[config.mk]
export PLATFORM = sky130hd
export DESIGN_NAME = pfd_lock_monitor
export DESIGN_NICKNAME = d
export VERILOG_FILES = /design/src/rtl/pfd_lock_monitor.sv
export SDC_FILE = /design/constraint.sdc
export NUM_CORES = 1
export LEC_CHECK = 0
export CORE_AREA = 2 2 39 41
export CTS_BUF_LIST = sky130_fd_sc_hd__clkbuf_4
export CTS_CLUSTER_SIZE = 30
export DETAILED_ROUTE_END_ITERATION = 7
export DIE_AREA = 0 0 41 43
export PLACE_DENSITY_LB_ADDON = 0.3
export RECOVER_POWER = 50
export SLEW_MARGIN = 0
export SYNTH_ARGS = -nofsm -noshare
export SYNTH_HDL_FRONTEND = slang
export SYNTH_SLANG_ARGS = --single-unit
[constraint.sdc]
create_clock -name clk -period 2.5 [get_ports clk]
set_input_delay 0.375 -clock clk [delete_from_list [all_inputs] [get_ports clk]]
set_output_delay 0.375 -clock clk [all_outputs]
set_load 0.01 [all_outputs]
[src/rtl/pfd_lock_monitor.sv]
module pfd_lock_monitor #(
  parameter int LOCK_COUNT = 15,
  parameter int BAD_WIDTH  = 1
) (
  input  logic clk,
  input  logic rst_n,
  input  logic ref_edge,
  input  logic fb_edge,
  input  logic pol_pos,
  input  logic pump_off,
  input  logic ld_en,
  input  logic chip_en,
  output logic up,
  output logic dn,
  output logic pump_hiz,
  output logic lock_out
);
  localparam int GW = $clog2(LOCK_COUNT + 1);
  localparam int WW = $clog2(BAD_WIDTH + 1);
  localparam logic [GW-1:0] FULL = GW'(LOCK_COUNT);
  localparam logic [WW:0]   BADW = (WW+1)'(BAD_WIDTH);

  logic          ref_q, fb_q;
  logic [WW-1:0] wcnt;
  logic [GW-1:0] gcnt;

  logic ref_nx, fb_nx, both, active, long_pulse, good_done, pump_en, locked;
  logic [WW:0] wnext;

  assign ref_nx     = ref_q | ref_edge;
  assign fb_nx      = fb_q | fb_edge;
  assign both       = ref_nx & fb_nx;
  assign active     = ref_q | fb_q;
  assign wnext      = {1'b0, wcnt} + 1'b1;
  assign long_pulse = active && (wnext >= BADW);
  assign good_done  = both && !long_pulse;

  always_ff @(posedge clk) begin
    if (!rst_n || !chip_en) begin
      ref_q <= 1'b0;
      fb_q  <= 1'b0;
    end else if (both) begin
      ref_q <= 1'b0;
      fb_q  <= 1'b0;
    end else begin
      ref_q <= ref_nx;
      fb_q  <= fb_nx;
    end
  end

  always_ff @(posedge clk) begin
    if (!rst_n || !chip_en || both || !active)
      wcnt <= '0;
    else if (wnext <= BADW)
      wcnt <= wnext[WW-1:0];
  end

  always_ff @(posedge clk) begin
    if (!rst_n || !chip_en || long_pulse)
      gcnt <= '0;
    else if (good_done && gcnt != FULL)
      gcnt <= gcnt + 1'b1;
  end

  assign locked   = chip_en && (gcnt == FULL);
  assign pump_en  = chip_en && !pump_off;
  assign up       = pump_en && (pol_pos ? ref_q : fb_q);
  assign dn       = pump_en && (pol_pos ? fb_q : ref_q);
  assign pump_hiz = pump_off;
  assign lock_out = !ld_en || locked;
endmodule


# Yosys cells after proc, flatten, opt, wreduce, memory -nomap -nowiden
# Index checks and enable logic that the tools add are counted.
dict set report op_classes {
  n_addsub 2
  n_lt_le_gt_ge 2
  n_eq_ne 2
  muxes 2
  bitwise 4
  n_reduce_logical 19
}
# cell n
set ops {}
lappend ops {{$logic_and A1 B1 Y1} 7}
lappend ops {{$logic_not A1 Y1} 6}
lappend ops {{$logic_or A1 B1 Y1} 5}
lappend ops {{$add A4 B1 Y4 const B} 1}
lappend ops {{$eq A4 B4 Y1 const B} 1}
lappend ops {{$ne A4 B4 Y1 const B} 1}
lappend ops {{$or A1 B1 Y1} 3}
lappend ops {{$add A1 B1 Y2 const B} 1}
lappend ops {{$ge A2 B1 Y1 const B} 1}
lappend ops {{$le A2 B1 Y1 const B} 1}
lappend ops {{$mux W1} 2}
lappend ops {{$reduce_or A2 Y1} 1}
lappend ops {{$and A1 B1 Y1} 1}
dict set report word_totals {
  reg_bits 7
  input_bits 8
  wordCells 35
}

# Logic depth before layout (Yosys ltp)
dict set report logic_depth {
  depth_word 6
  depth_mapped 4
  ltp_nobuf 4
}

# Worst setup path after synthesis
# OpenSTA, ideal clock, no wires.
dict set report synth_timing {
  kind {register to output}
  from {register gcnt[0]}
  to {output port lock_out}
  t_arrival_ns 0.907
  setup_slack_ns 1.218
  path_stages_with_launch 5
  path_cell_list {dfxtp_1 > ha_1 > and3_1 > nand2_1 > nand2_1}
}
dict set report synth_between {
  elab_chain_cells 3
}
# item line
set synth_rtl {}
lappend synth_rtl {{start, declared} 25} ;# logic [GW-1:0] gcnt;
lappend synth_rtl {{start signal, assigned} 62} ;# gcnt <= gcnt + 1'b1;
lappend synth_rtl {{$eq A4 B4 Y1} 65} ;# assign locked = chip_en && (gcnt == FULL);
lappend synth_rtl {{$logic_and A1 B1 Y1} 65}
lappend synth_rtl {{$logic_or A1 B1 Y1} 70} ;# assign lock_out = !ld_en || locked;
lappend synth_rtl {{end, declared} 16} ;# output logic lock_out
# No other way between the ends.

# Worst setup path in the final report
# Same ends and word-level chain as after synthesis.

==> flow_metrics.tcl <==
set metrics [dict create \
    hold_violations 0 \
    antenna_found_initial 0 \
    grt.total_usage_pct 9.045 \
    final_util_pct 33.91 \
    rsz0062_at_grt "false" \
    ys.flop_type "dfxtp_1" \
    coreArea_mm2 0.001384 \
    pre_cts_ws_ns 0.5026 \
    ir_drop_uv 148.7 \
    clock-sinks 6 \
    cellPowerDensity_mw_per_mm2 477.5 \
    drt_iter0_drc 12 \
    clk_latency_ns 0.25 \
    worstPathMaxFanout 5 \
    dp_hpwl_um 534.9 \
    rows 14 \
    clockBufferDepth 2 \
    cts_tree "yes" \
    status "finished, final reports clean" \
    slew_headroom_pct 86.97 \
    cp_common_cell "nand2_1" \
    dieArea_mm2 0.001763 \
    cts_max_level 1 \
    p_seq_share_pct 44.4 \
    ys_seq_area_share_pct 35.82 \
    crit_family "buffers and inverters" \
    drc 0 \
    final_cells 67 \
    syn_avg_cell_area_um2 8.824 \
    maxCapViolCount 0 \
    min_path_type "reg2reg" \
    swShare_pct 23.93 \
    num_antenna_cells 0 \
    internal_power_w 0.0001704 \
    die_x_um 41 \
    crit_required_ns 2.12 \
    worstMarginPinSlew_ns 0.1943 \
    crit_path_end_kind "output pin" \
    clock.fmax_mhz 461.4 \
    arrival_ns 1.79 \
    clkPwrFrac_pct 42.1 \
    p_leak_nw 0.1648 \
    finalSetupTns_ns 0 \
    setup_slack_ns 0.3327 \
    async_reset_ff_share_pct 0 \
    dp.cells 64 \
    synth-edff-count 0 \
    syn_inst 38 \
    cp_cell_sequence "ha_1, and3_1, nand2_1, nand2_1, clkdlybuf4s50_1" \
    syn-cell-area_um2 335.3 \
    overflow 0 \
    io_buffers 11 \
    wl_per_cell_um 11.16 \
    cts_inserted_buffers 3 \
    drt_wl_total_um 748 \
    io_pins 12 \
    holdBufCountCts 0 \
    path_class "reg2out" \
    cts-root-buf "clkbuf_4" \
    gp_congestion 0.7489 \
    clk_pin_slew_ns 0.05 \
    ant_nets 0 \
    slowest_stage "clkdlybuf4s50_1" \
    yosys_warnings 0 \
    viasPerCell 5.030 \
    max_stage_delay_ns 0.52 \
    fin_nets 62 \
    grt_pass1_vias 255 \
    drv_slew 0 \
    clock_skew_ns 0.0005524 \
    start_util_pct 24.23 \
    cp_num_buf_inv 1 \
    firstDrtPassIters 4 \
    die_y_um 43 \
    grt_max_degree 8 \
    cts_resized 0 \
    vias 337 \
    period_needed_ns 2.167 \
    ys_seq_elements 6 \
    worst_hold_slack_ns 0.5009 \
    power_switching_w 0.00005361 \
    start_kind "flop" \
    grt_pass1_wl_mm 1.007 \
    timing.final.crit_share_pct 86.69 \
    layout-drive-gt1-share_pct 9.804 \
    setup-violations-final 0 \
    synthDistinctLibCells 19 \
    area_delta_synth_final_pct 39.93 \
    syn-num-nets 47 \
    comb_power_share_pct 13.5 \
    post-cts-setup-buffers 0 \
]
## flip-flops by register name, indices dropped and copies added, names as in the netlist
register and cells:
fb_q 1, gcnt 4, ref_q 1
## logic make-up after synthesis
family / synth area share (%)
AND/OR/NAND/NOR: 38.43
AO/OA/AOI/OAI: 13.80
flip-flops: 35.82
multiplexers: 5.970
buffers and inverters: 2.240
adder cells (fa/ha/maj): 3.731
## power groups by stage
stage	sequential, W	clock [W]	combinational, W
global route	0.0000997	0.000101	0.0000329
finish	0.0000995	0.0000942	0.0000303
detailed placement	0.000101	0	0.0000323
floorplan	0.000101	0	0.0000140
CTS	0.0000994	0.0000976	0.0000326
global placement	0.000101	0	0.0000326
## per-stage QoR
stage	total power (W)	area (um2)
2_1_floorplan	0.0001148	335.3
3_3_place_gp	0.0001339	457.9
3_5_place_dp	0.0001336	457.9
4_1_cts	0.0002296	480.5
5_1_grt	0.0002337	469.2
6_report	0.0002241	469.2
## cells in the mapped netlist (2+ instances only)
library cell / n / share of area (%)
or3_1: 2 / 3.7
nor2_1: 4 / 4.5
o21ai_0: 3 / 4.5
nor3_1: 3 / 4.5
a21oi_1: 3 / 4.5
dfxtp_1: 6 / 36
mux2i_1: 2 / 6.0
nand2_1: 4 / 4.5
## worst paths after layout
path,start,endpoint,slack [ns],cells past startpoint
worst max-delay path,gcnt[0]$_SDFFE_PP0P_,lock_out,0.33,5
worst max register to register,gcnt[0]$_SDFFE_PP0P_,gcnt[0]$_SDFFE_PP0P_,1.11,4
worst min register to register,gcnt[3]$_SDFFE_PP0P_,gcnt[3]$_SDFFE_PP0P_,0.50,1
worst min-delay path,gcnt[3]$_SDFFE_PP0P_,gcnt[3]$_SDFFE_PP0P_,0.50,1
## area by class of cell
| type | instances | area [um2] |
|---|---|---|
| sequential | 6 | 120.1 |
| multi-input combinational | 31 | 196.4 |
| timing repair buffer | 11 | 110.1 |
| fill | 145 | 914.6 |
| tap | 16 | 20.02 |
| clock buffer | 3 | 22.52 |
## layer usage
layer	global-route usage [%]	up-vias	routed length, um
met1	10.97	146	366
met2	10.63	19	285
li1	-	170	-
met5	0	-	0
met3	3.665	2	75
met4	10.00	0	21
## cells in the final DEF, fill, tap and decap left out
| cell | n |
|---|---|
| dlygate4sd3_1 | 2 |
| nand4bb_2 | 1 |
| nand3b_1 | 1 |
| a211oi_1 | 1 |
| clkdlybuf4s50_1 | 9 |
| nor3_1 | 3 |
| a41oi_1 | 1 |
| nor2_1 | 4 |
| dfxtp_1 | 6 |
| nand3_1 | 1 |
| nand2_1 | 4 |
| a21oi_1 | 3 |
| and4bb_2 | 1 |
| or3_1 | 2 |
| mux2i_1 | 2 |
| clkbuf_4 | 3 |
| ha_1 | 1 |
| nand2b_1 | 1 |
| o21ai_0 | 3 |
| nor4_1 | 1 |
| and3_1 | 1 |
(Power assumes the default switching activity.)
